## config.mk

```make
export PLATFORM = sky130hd
export DESIGN_NAME = ccd_xfer_seq
export DESIGN_NICKNAME = d
export VERILOG_FILES = /design/src/rtl/ccd_seq_pkg.sv /design/src/rtl/ccd_trig_detect.sv /design/src/rtl/ccd_burst_fsm.sv /design/src/rtl/ccd_phase_taps.sv /design/src/rtl/ccd_xfer_seq.sv
export SDC_FILE = /design/constraint.sdc
export NUM_CORES = 1
export LEC_CHECK = 0
export BUFFER_PORTS_ARGS = -buffer_cell sky130_fd_sc_hd__buf_2
export CAP_MARGIN = 20
export CORE_AREA = 2 2 61 63
export CTS_BUF_LIST = sky130_fd_sc_hd__clkbuf_2
export CTS_CLUSTER_SIZE = 30
export DETAILED_ROUTE_END_ITERATION = 12
export DIE_AREA = 0 0 63 65
export PLACE_DENSITY = 0.54
export SETUP_SLACK_MARGIN = 0.02
export SYNTH_ARGS = -nofsm -noshare
export SYNTH_HDL_FRONTEND = slang
export SYNTH_SLANG_ARGS = --single-unit
```

## constraint.sdc

```tcl
create_clock -name clk_i -period 2.4 [get_ports clk_i]
set_input_delay 0.12 -clock clk_i [delete_from_list [all_inputs] [get_ports clk_i]]
set_output_delay 0.12 -clock clk_i [all_outputs]
set_load 0.02 [all_outputs]
```

## src/rtl/ccd_seq_pkg.sv

```systemverilog
package ccd_seq_pkg;
  typedef enum logic [1:0] {
    ST_IDLE = 2'd0,
    ST_WAIT = 2'd1,
    ST_RUN  = 2'd2
  } seq_state_e;
endpackage

```

## src/rtl/ccd_trig_detect.sv

```systemverilog
module ccd_trig_detect (
  input  logic clk_i,
  input  logic rst_ni,
  input  logic vd_i,
  input  logic gate_i,
  input  logic gate_sel_i,
  input  logic standby_ni,
  output logic fall_o,
  output logic sb_rise_o,
  output logic pwr_on_o
);
  logic gate_eff, gate_q, sb_q;

  assign gate_eff = gate_sel_i ? vd_i : gate_i;

  always_ff @(posedge clk_i or negedge rst_ni) begin
    if (!rst_ni) begin
      gate_q <= 1'b1;
      sb_q   <= 1'b0;
    end else begin
      gate_q <= gate_eff;
      sb_q   <= standby_ni;
    end
  end

  assign fall_o    = gate_q & ~gate_eff;
  // reset clears sb_q, so leaving reset in normal mode looks like leaving standby
  assign sb_rise_o = standby_ni & ~sb_q;
  assign pwr_on_o  = sb_q;
endmodule

```

## src/rtl/ccd_burst_fsm.sv

```systemverilog
module ccd_burst_fsm
  import ccd_seq_pkg::*;
#(
  parameter int READ_LEN    = 244,
  parameter int FLUSH_LEN   = 256,
  parameter int REFRESH_LEN = 1024,
  parameter int FAST_DIV    = 4,
  parameter int FAST_HI     = 2,
  parameter int SLOW_DIV    = 7,
  parameter int SLOW_HI     = 4
) (
  input  logic clk_i,
  input  logic rst_ni,
  input  logic standby_ni,
  input  logic vd_i,
  input  logic fall_i,
  input  logic sb_rise_i,
  input  logic dump_fast_i,
  output logic pulse_o,
  output logic run_o
);
  localparam int MAX_LEN = (REFRESH_LEN > FLUSH_LEN)
                         ? ((REFRESH_LEN > READ_LEN) ? REFRESH_LEN : READ_LEN)
                         : ((FLUSH_LEN > READ_LEN) ? FLUSH_LEN : READ_LEN);
  localparam int CNT_W   = $clog2(MAX_LEN);
  localparam int MAX_DIV = (SLOW_DIV > FAST_DIV) ? SLOW_DIV : FAST_DIV;
  localparam int PH_W    = $clog2(MAX_DIV);

  seq_state_e       state_q;
  logic [CNT_W-1:0] cnt_q, last_q;
  logic [PH_W-1:0]  ph_q, ph_last, ph_hi;
  logic             fast_q, period_end;

  assign ph_last    = fast_q ? PH_W'(FAST_DIV - 1) : PH_W'(SLOW_DIV - 1);
  assign ph_hi      = fast_q ? PH_W'(FAST_HI) : PH_W'(SLOW_HI);
  assign period_end = (ph_q == ph_last);

  always_ff @(posedge clk_i or negedge rst_ni) begin
    if (!rst_ni) begin
      state_q <= ST_IDLE;
      cnt_q   <= '0;
      last_q  <= '0;
      ph_q    <= '0;
      fast_q  <= 1'b1;
    end else if (!standby_ni) begin
      state_q <= ST_IDLE;
      cnt_q   <= '0;
      ph_q    <= '0;
    end else begin
      case (state_q)
        ST_IDLE: begin
          cnt_q <= '0;
          ph_q  <= '0;
          if (sb_rise_i) begin
            state_q <= ST_RUN;
            last_q  <= CNT_W'(REFRESH_LEN - 1);
            fast_q  <= dump_fast_i;
          end else if (fall_i && !vd_i) begin
            state_q <= ST_WAIT;
            last_q  <= CNT_W'(READ_LEN - 1);
          end else if (fall_i) begin
            state_q <= ST_RUN;
            last_q  <= CNT_W'(FLUSH_LEN - 1);
            fast_q  <= dump_fast_i;
          end
        end
        ST_WAIT: begin
          if (vd_i) begin
            state_q <= ST_RUN;
            fast_q  <= dump_fast_i;
          end
        end
        ST_RUN: begin
          if (period_end) begin
            ph_q <= '0;
            if (cnt_q == last_q) state_q <= ST_IDLE;
            else cnt_q <= cnt_q + 1'b1;
          end else begin
            ph_q <= ph_q + 1'b1;
          end
        end
        default: state_q <= ST_IDLE;
      endcase
    end
  end

  assign run_o   = (state_q == ST_RUN);
  assign pulse_o = run_o && (ph_q < ph_hi);
endmodule

```

## src/rtl/ccd_phase_taps.sv

```systemverilog
module ccd_phase_taps #(
  parameter int N_TAP = 3
) (
  input  logic             clk_i,
  input  logic             rst_ni,
  input  logic             standby_ni,
  input  logic             pulse_i,
  output logic [N_TAP-1:0] tap_o
);
  genvar i;
  generate
    for (i = 0; i < N_TAP; i++) begin : g_tap
      logic src;
      if (i == 0) begin : g_head
        assign src = pulse_i;
      end else begin : g_chain
        assign src = tap_o[i-1];
      end
      always_ff @(posedge clk_i or negedge rst_ni) begin
        if (!rst_ni) tap_o[i] <= 1'b0;
        else         tap_o[i] <= standby_ni & src;
      end
    end
  endgenerate
endmodule

```

## src/rtl/ccd_xfer_seq.sv

```systemverilog
module ccd_xfer_seq #(
  parameter int READ_LEN    = 244,
  parameter int FLUSH_LEN   = 256,
  parameter int REFRESH_LEN = 1024,
  parameter int FAST_DIV    = 4,
  parameter int FAST_HI     = 2,
  parameter int SLOW_DIV    = 7,
  parameter int SLOW_HI     = 4
) (
  input  logic clk_i,
  input  logic rst_ni,
  input  logic vd_i,
  input  logic gate_i,
  input  logic gate_sel_i,
  input  logic dump_fast_i,
  input  logic standby_ni,
  output logic img_clk_o,
  output logic stor_clk_o,
  output logic xfer_clk_o,
  output logic midsel_o,
  output logic pwr_on_o
);
  localparam int N_TAP = 3;

  logic             fall, sb_rise, pulse, run, run_q;
  logic [N_TAP-1:0] taps;

  ccd_trig_detect i_trig (
    .clk_i      (clk_i),
    .rst_ni     (rst_ni),
    .vd_i       (vd_i),
    .gate_i     (gate_i),
    .gate_sel_i (gate_sel_i),
    .standby_ni (standby_ni),
    .fall_o     (fall),
    .sb_rise_o  (sb_rise),
    .pwr_on_o   (pwr_on_o)
  );

  ccd_burst_fsm #(
    .READ_LEN    (READ_LEN),
    .FLUSH_LEN   (FLUSH_LEN),
    .REFRESH_LEN (REFRESH_LEN),
    .FAST_DIV    (FAST_DIV),
    .FAST_HI     (FAST_HI),
    .SLOW_DIV    (SLOW_DIV),
    .SLOW_HI     (SLOW_HI)
  ) i_fsm (
    .clk_i       (clk_i),
    .rst_ni      (rst_ni),
    .standby_ni  (standby_ni),
    .vd_i        (vd_i),
    .fall_i      (fall),
    .sb_rise_i   (sb_rise),
    .dump_fast_i (dump_fast_i),
    .pulse_o     (pulse),
    .run_o       (run)
  );

  ccd_phase_taps #(.N_TAP(N_TAP)) i_taps (
    .clk_i      (clk_i),
    .rst_ni     (rst_ni),
    .standby_ni (standby_ni),
    .pulse_i    (pulse),
    .tap_o      (taps)
  );

  always_ff @(posedge clk_i or negedge rst_ni) begin
    if (!rst_ni) run_q <= 1'b0;
    else         run_q <= standby_ni & run;
  end

  // standby masks outputs combinationally; registers clear on the next edge
  assign img_clk_o  = standby_ni & taps[0];
  assign stor_clk_o = standby_ni & taps[1];
  assign xfer_clk_o = standby_ni & taps[N_TAP-1];
  assign midsel_o   = standby_ni & (run_q | (|taps));
endmodule

```

==> impl_metrics.py, run 1 <==
metrics = {
    "run_status": {
        "outcome": "completed",
    },
    "placement": {
        "hpwl_um": 2020,
        "port_buffers": 11,
        "dp_slack_ps": 515,
        "place_congestion": 0.878,
    },
    "synthesis": {
        "synth_edf_count": 0,
        "synth_compound_area_share_pct": 21.6,
        "synth_top_family_by_area": "simple AND/OR/NAND/NOR gates",
        "yosysSeqAreaShare_pct": 47.0,
        "synth_simple_gate_area_share_pct": 23.9,
        "muxShareOfSynthArea_pct": 1.68,
        "synth_cells": 136,
        "synth_nets": 146,
        "synthAdderAreaFrac_pct": 2.81,
        "synth-xor-area-share_pct": 0.655,
        "ys_ff_latch": 25,
        "syn_avg_cell_area_um2": 9.83,
        "synth_cell_types": 45,
        "yosysWarnings": 0,
        "synthesis.area_um2": 1340,
        "async_reset_ff_share_pct": 100,
        "synthFlopType": "dfrtp_1",
    },
    "clock_tree": {
        "clk_pin_slew_ps": 280,
        "cts_resized": 0,
        "cts_tree": "yes",
        "cts-root-buf": "clkbuf_2",
        "insertion_delay_ps": 380,
        "cts_sinks": 25,
        "cts-buffers-inserted": 3,
        "h-tree-depth": 1,
        "cts.path.max_buffers": 2,
    },
    "global_route": {
        "grt_first_pass_wirelength_um": 4850,
        "antenna_found_initial": 0,
        "grt_max_degree": 26,
        "grt_pass1_vias": 1032,
        "grt_overflow_total": 0,
        "grtUsageTotal_pct": 15.1,
    },
    "floorplan": {
        "fp.dieH_um": 65,
        "initial_utilization_pct": 38.3,
        "die_w_um": 63,
        "row_count": 22,
        "fp.dieArea_um2": 4100,
        "core_area_um2": 3500,
        "ios": 12,
    },
    "sta": {
        "fin_crit_ps": 1960,
        "slew_viol_final": 0,
        "rsz0062_at_grt": "false",
        "skew_ps": 30.5,
        "fin_tns_setup_ps": 0,
        "slew_headroom_pct": 61.8,
        "min_period_over_period_pct": 81.8,
        "hold_ws_ps": 209,
        "worst_slack_ps": 437,
        "tightest_slew_ps": 574,
        "hold_viol": 0,
        "setup_viol_count_final": 0,
        "fmax_ghz": 0.509,
    },
    "worst_setup_path": {
        "worstPathArrival_ps": 2280,
        "worstPathRequired_ps": 2720,
        "cp-start-kind": "flip-flop",
        "cp_slowest_stage_delay_ps": 630,
        "timing.rr.start": "i_fsm.fast_q",
        "reg2reg_setup_slack_ps": 440,
        "worst_path_max_delay_cell": "dfstp_2",
        "cp_num_buf_inv": 0,
        "cp_max_fo": 8,
        "reg2reg_to": "i_fsm.cnt_q[4]",
        "reg2reg_depth": 5,
        "path_delay_family": "simple AND/OR/NAND/NOR gates",
        "critPathKind": "reg2reg",
        "cp-end-kind": "flip-flop",
        "crit_chain": "ha_1 -> nand3_1 -> a21o_4 -> or4_1 -> nand3_1",
        "cp_common_cell": "nand3_1",
    },
    "layout": {
        "seq_area_um2": 628,
        "nNetsFinal": 166,
        "drive_gt1_share_pct": 18.7,
        "antenna_cells": 0,
        "final_cell_mix": "dfrtp_1 (23), nand2_1 (16), nand3_1 (11), buf_2 (11), o21ai_0 (9)",
        "mostFrequentLayoutCell": "dfrtp_1",
        "syn2layout_area_growth_pct": 14.7,
        "multi_input_area_um2": 677,
        "fill_cells": 352,
    },
    "routing": {
        "met1_length_um": 1340,
        "drt_wl_total_um": 2870,
        "via_per_inst": 5.51,
        "routedWlPerCell_um": 14.1,
        "vias": 1119,
        "wl_met3_um": 139,
        "wl_met2_um": 1360,
        "dr.max_layer_used": "met4",
        "postRouteAntennaNets": 0,
        "post-route-drc-count": 0,
        "dr.pass1.iters": 6,
        "drtIter0Drc": 56,
    },
    "flow_run": {
        "maxCapViolations": 0,
    },
    "power_and_ir_drop": {
        "power.leakage_uw": 0.000653,
        "total_power_uw": 793,
        "irDropWorstVdd_mv": 0.199,
        "power_density_nw_per_um2": 517,
    },
    "hold_path": {
        "hold_path.class": "in2async",
    },
}
==> final cells by class <==
type	count	area share, %
clock inverter	1	0.571
tap	48	3.92
multi-input combinational	103	44.1
sequential	25	40.9
timing repair buffer	19	8.48
inverter	4	0.979
clock buffer	3	0.979
==> state kept, by name, summed over array words and instances, names as in the netlist <==
| name | count |
|---|---|
| i_fsm.cnt_q | 10 |
| i_fsm.last_q | 3 |
| i_fsm.ph_q | 3 |
| i_fsm.state_q | 2 |
| i_taps.g_tap.src | 2 |
| i_fsm.fast_q | 1 |
| i_taps.tap_o | 1 |
| i_trig.gate_q | 1 |
| i_trig.pwr_on_o | 1 |
| run_q | 1 |
==> report_power, final <==
part	internal, uW	total [uW]	switching (uW)
combinational	60.0	133	73.0
clock	43.5	185	141
sequential	452	475	22.6
total	556	793	237
==> worst max-delay path by stage <==
| stage | endpoint | cells after the start | slack (ps) | start |
|---|---|---|---|---|
| 6_report | i_fsm.cnt_q[4] | 5 | 440 | i_fsm.fast_q |
| 5_1_grt | i_fsm.cnt_q[2] | 5 | 290 | i_fsm.fast_q |
| 4_1_cts | i_fsm.cnt_q[4] | 5 | 450 | i_fsm.fast_q |
| 3_5_place_dp | i_fsm.cnt_q[4] | 5 | 520 | i_fsm.fast_q |
| 3_3_place_gp | i_fsm.cnt_q[4] | 5 | 570 | i_fsm.fast_q |
| 2_1_floorplan | i_fsm.cnt_q[4] | 5 | 660 | i_fsm.fast_q |
==> cells in the mapped netlist (2+ instances only) <==
cell type	number	area, um2
nor4_1	2	12.5
nor2_1	4	15.0
inv_1	4	15.0
mux2_2	2	22.5
nor3_1	5	25.0
a22oi_1	2	15.0
dfstp_2	2	52.6
or2_2	2	12.5
a21oi_1	6	30.0
o211ai_1	2	15.0
nand3_1	11	55.1
dfrtp_1	23	576
or3_1	3	18.8
clkbuf_1	2	7.51
nand2_1	16	60.1
o311ai_0	2	17.5
ha_1	3	37.5
and2_1	5	31.3
nand2b_1	6	37.5
o21ai_0	9	45.0
==> repair_timing <==
action / CTS / global route
endpoints found under the hold margin: 27 / 0
hold buffers: 6 / 0
setup buffers: 0 / 0
==> worst reg2reg max path, stage by stage (launching register included) <==
cell and delay [ps]:
dfstp_2 630, ha_1 160, nand3_1 250, a21o_4 300
or4_1 470, nand3_1 80
==> through the flow <==
stage / instance area, um2 / utilization (%) / cells
after floorplan: 1340 / - / 136
after CTS: 1530 / 43.9 / 203
final: 1530 / 43.9 / 203
after detailed placement: 1450 / 41.5 / 193
after global placement: 1450 / 41.5 / 193
after global routing: 1530 / 43.9 / 203
==> logic make-up (layout without fill, tap and decap cells) <==
group                    count (synthesis)  after routing
adder cells (fa/ha/maj)                  3              3
XOR/XNOR                                 1              1
buffers and inverters                    8             27
flip-flops                              25             25
AND/OR/NAND/NOR                         60             60
AO/OA/AOI/OAI                           37             37
multiplexers                             2              2
==> per-layer routing <==
layer  vias up  global-route usage, %
met5         -                      0
met4         0                   6.11
met3         4                   1.74
met2        35                   26.1
met1       536                   19.4
li1        544                      -
(Power assumes the default switching activity.)
==> run 2: changes to the inputs <==
--- a/config.mk
+++ b/config.mk
@@ -5,14 +5,15 @@
 export SDC_FILE = /design/constraint.sdc
 export NUM_CORES = 1
 export LEC_CHECK = 0
+export ABC_AREA = 1
 export BUFFER_PORTS_ARGS = -buffer_cell sky130_fd_sc_hd__buf_2
 export CAP_MARGIN = 20
-export CORE_AREA = 2 2 61 63
+export CORE_AREA = 2 2 63 65
 export CTS_BUF_LIST = sky130_fd_sc_hd__clkbuf_2
 export CTS_CLUSTER_SIZE = 30
 export DETAILED_ROUTE_END_ITERATION = 12
-export DIE_AREA = 0 0 63 65
-export PLACE_DENSITY = 0.54
+export DIE_AREA = 0 0 65 67
+export PLACE_DENSITY = 0.56
 export SETUP_SLACK_MARGIN = 0.02
 export SYNTH_ARGS = -nofsm -noshare
 export SYNTH_HDL_FRONTEND = slang
==> constraint.sdc (replaced) <==
create_clock -name clk_i -period 1.65 [get_ports clk_i]
set_input_delay 0.0825 -clock clk_i [delete_from_list [all_inputs] [get_ports clk_i]]
set_output_delay 0.0825 -clock clk_i [all_outputs]
set_load 0.02 [all_outputs]
==> impl_metrics.py, run 2 <==
metrics = {
    "run_status": {
        "outcome": "completed",
    },
    "power_and_ir_drop": {
        "comb_power_share_pct": 37.8,
        "seq_power_share_pct": 47.9,
        "power_density_nw_per_um2": 1010,
        "p_switching_uw": 672,
        "switching_share_pct": 39.5,
        "clkPwrFrac_pct": 14.3,
        "irDropWorstVdd_mv": 0.564,
        "p_int_uw": 1030,
        "power.leakage_uw": 0.000889,
    },
    "sta": {
        "hold_viol": 0,
        "slew_headroom_pct": 62.2,
        "slew_viol_final": 0,
        "rsz0062_at_grt": "true",
        "fin_crit_ps": 1570,
        "skew_ps": 1.98,
        "fin_tns_setup_ps": 0,
        "worst_slack_ps": 81.0,
        "hold_ws_ps": 81.9,
        "min_period_over_period_pct": 95.1,
        "setup_viol_count_final": 0,
        "fmax_ghz": 0.637,
        "tightest_slew_ps": 567,
    },
    "synthesis": {
        "ys_ff_latch": 25,
        "syn_avg_cell_area_um2": 7.48,
        "synth_top_cell_area_share_pct": 40.3,
        "synthesis.area_um2": 1430,
        "async_reset_ff_share_pct": 100,
        "synth_cell_types": 29,
        "synth_cells": 191,
        "synth_edf_count": 0,
        "yosysTopAreaCell": "dfrtp_1",
        "synth_area_leaders": "dfrtp_1 (40%), nand2_1 (18%), nand3_1 (7.0%)",
        "synthMostInstantiatedCell": "nand2_1",
        "yosysWarnings": 0,
        "yosysSeqAreaShare_pct": 44.0,
        "synth_nets": 201,
        "synthFlopType": "dfrtp_1",
        "netlist_top_cells_count": "nand2_1 (67), dfrtp_1 (23), inv_1 (22)",
    },
    "routing": {
        "wl_met2_um": 1560,
        "routedWlPerCell_um": 11.9,
        "met1_length_um": 1450,
        "dr.max_layer_used": "met4",
        "postRouteAntennaNets": 0,
        "wl_met3_um": 81,
        "via_per_inst": 4.89,
        "drt_wl_total_um": 3130,
        "drtIter0Drc": 84,
        "vias": 1281,
        "dr.pass1.iters": 4,
        "post-route-drc-count": 0,
    },
    "hold_path": {
        "hp-start": "vd_i",
        "hold_path.class": "in2reg",
    },
    "clock_tree": {
        "insertion_delay_ps": 340,
        "cts_tree": "yes",
        "cts-root-buf": "clkbuf_2",
        "cts_sinks": 25,
        "h-tree-depth": 1,
        "cts.path.max_buffers": 2,
        "clk_pin_slew_ps": 220,
        "cts-buffers-inserted": 3,
    },
    "layout": {
        "final_cell_mix": "nand2_1 (66), inv_1 (21), dfrtp_1 (21), nor2_1 (17), nand3_1 (17)",
        "drive_gt1_share_pct": 19.2,
        "syn2layout_area_growth_pct": 17.9,
        "fill_cells": 352,
        "mostFrequentLayoutCell": "nand2_1",
        "nNetsFinal": 225,
        "top_regs": "i_fsm.cnt_q (10), i_fsm.last_q (3), i_fsm.ph_q (3)",
        "antenna_cells": 0,
        "largest_register_ffs": 10,
        "final_area_um2": 1680,
        "regMostFlops": "i_fsm.cnt_q",
    },
    "floorplan": {
        "core_area_um2": 3610,
        "row_count": 22,
        "fp.dieH_um": 67,
        "die_w_um": 65,
        "ios": 12,
        "fp.dieArea_um2": 4360,
        "initial_utilization_pct": 39.6,
    },
    "worst_setup_path": {
        "cp-start-kind": "flip-flop",
        "startpoint": "i_fsm.fast_q",
        "cp-end-kind": "flip-flop",
        "critical_path.endpoint": "i_fsm.ph_q[2]",
        "worstPathArrival_ps": 1860,
        "critPathKind": "reg2reg",
        "reg2reg_to": "i_fsm.ph_q[2]",
        "worstPathRequired_ps": 1940,
        "reg2reg_setup_slack_ps": 80,
        "cp_max_fo": 5,
        "timing.rr.start": "i_fsm.fast_q",
        "reg2reg_depth": 8,
    },
    "placement": {
        "port_buffers": 11,
        "hpwl_um": 2280,
        "place_congestion": 0.859,
        "dpl_cell_area_um2": 1540,
        "dp_slack_ps": 1.26,
    },
    "global_route": {
        "grt_pass1_vias": 1259,
        "antenna_found_initial": 0,
        "grt_max_degree": 26,
        "grt_first_pass_wirelength_um": 5520,
        "grtUsageTotal_pct": 16.5,
        "grt_overflow_total": 0,
    },
    "flow_run": {
        "maxCapViolations": 0,
    },
}
==> run 2: cell count changes after synthesis, moves of 3 or more <==
cell	change
nand2_1	+51
inv_1	+18
nor2_1	+13
nand3_1	+9
nand2b_1	-6
a21oi_1	-5
and2_1	-5
xor2_1	+4
or3_1	-3
==> run 2: layout make-up <==
class                   count  area, um2  share of cell area, %
flip-flops and latches     25        631                   37.4
repair buffers             20        139                   8.25
multi-input cells         142        748                   44.4
inverters                  23       86.3                   5.13
clock buffers               4       20.0                   1.19
well taps                  48       60.1                   3.57
==> run 2: layer usage <==
metal	vias to the layer above	track usage, %
li1	652	-
met1	608	20.7
met2	17	29.3
met3	4	2.20
met4	0	5.59
met5	-	0
==> run 2: cell families after synthesis <==
group           after synthesis  share of synthesized area, %
compound gates               15                          6.30
buf+inv                      25                          7.18
xor+xnor                      5                          3.06
simple gates                118                          36.9
fa+ha+maj                     3                          2.63
flops                        25                          44.0
==> run 2: how the worst min path moves through the flow <==
stage | end | slack, ps | cells after the start
floorplan | i_fsm.cnt_q[0] | -210 | 0
global placement | i_fsm.last_q[3] | 110 | 1
global route | i_fsm.last_q[3] | 80 | 3
detailed placement | i_fsm.last_q[7] | 110 | 1
CTS | i_fsm.state_q[0] | 70 | 4
finish | i_fsm.state_q[0] | 80 | 4
==> run 2: repair_timing <==
| action | in CTS | in global routing |
|---|---|---|
| hold buffers | 6 | 0 |
| setup endpoints to repair | 10 | 11 |
| setup buffers | 0 | 2 |
| endpoints found under the hold margin | 28 | 0 |
| resized for setup | 1 | 10 |
| pin swaps | 0 | 1 |
| cloned | 0 | 1 |
==> run 2: metrics by stage <==
step | util (%) | instances | power [uW]
final | 46.7 | 262 | 1700
after global routing | 46.7 | 262 | 1840
after CTS | 45.1 | 260 | 1630
after detailed placement | 42.8 | 250 | 1360
after global placement | 42.8 | 250 | 1340
after floorplan | - | 191 | 1210
==> run 2: power by group through the flow <==
stage	Clock [uW]	Sequential, uW	Combinational [uW]
after floorplan	0	804	410
after global placement	0	815	528
after detailed placement	0	819	541
after CTS	257	809	563
after global routing	292	833	720
final	243	815	643
==> run 2: worst max-delay path: stages, from the launching register on <==
cell and delay [ps]:
dfstp_2 620, ha_4 210, nand2_2 60, inv_2 40
nand3_2 50, nand2_2 70, and2_4 170, buf_4 140
nor3_4 150
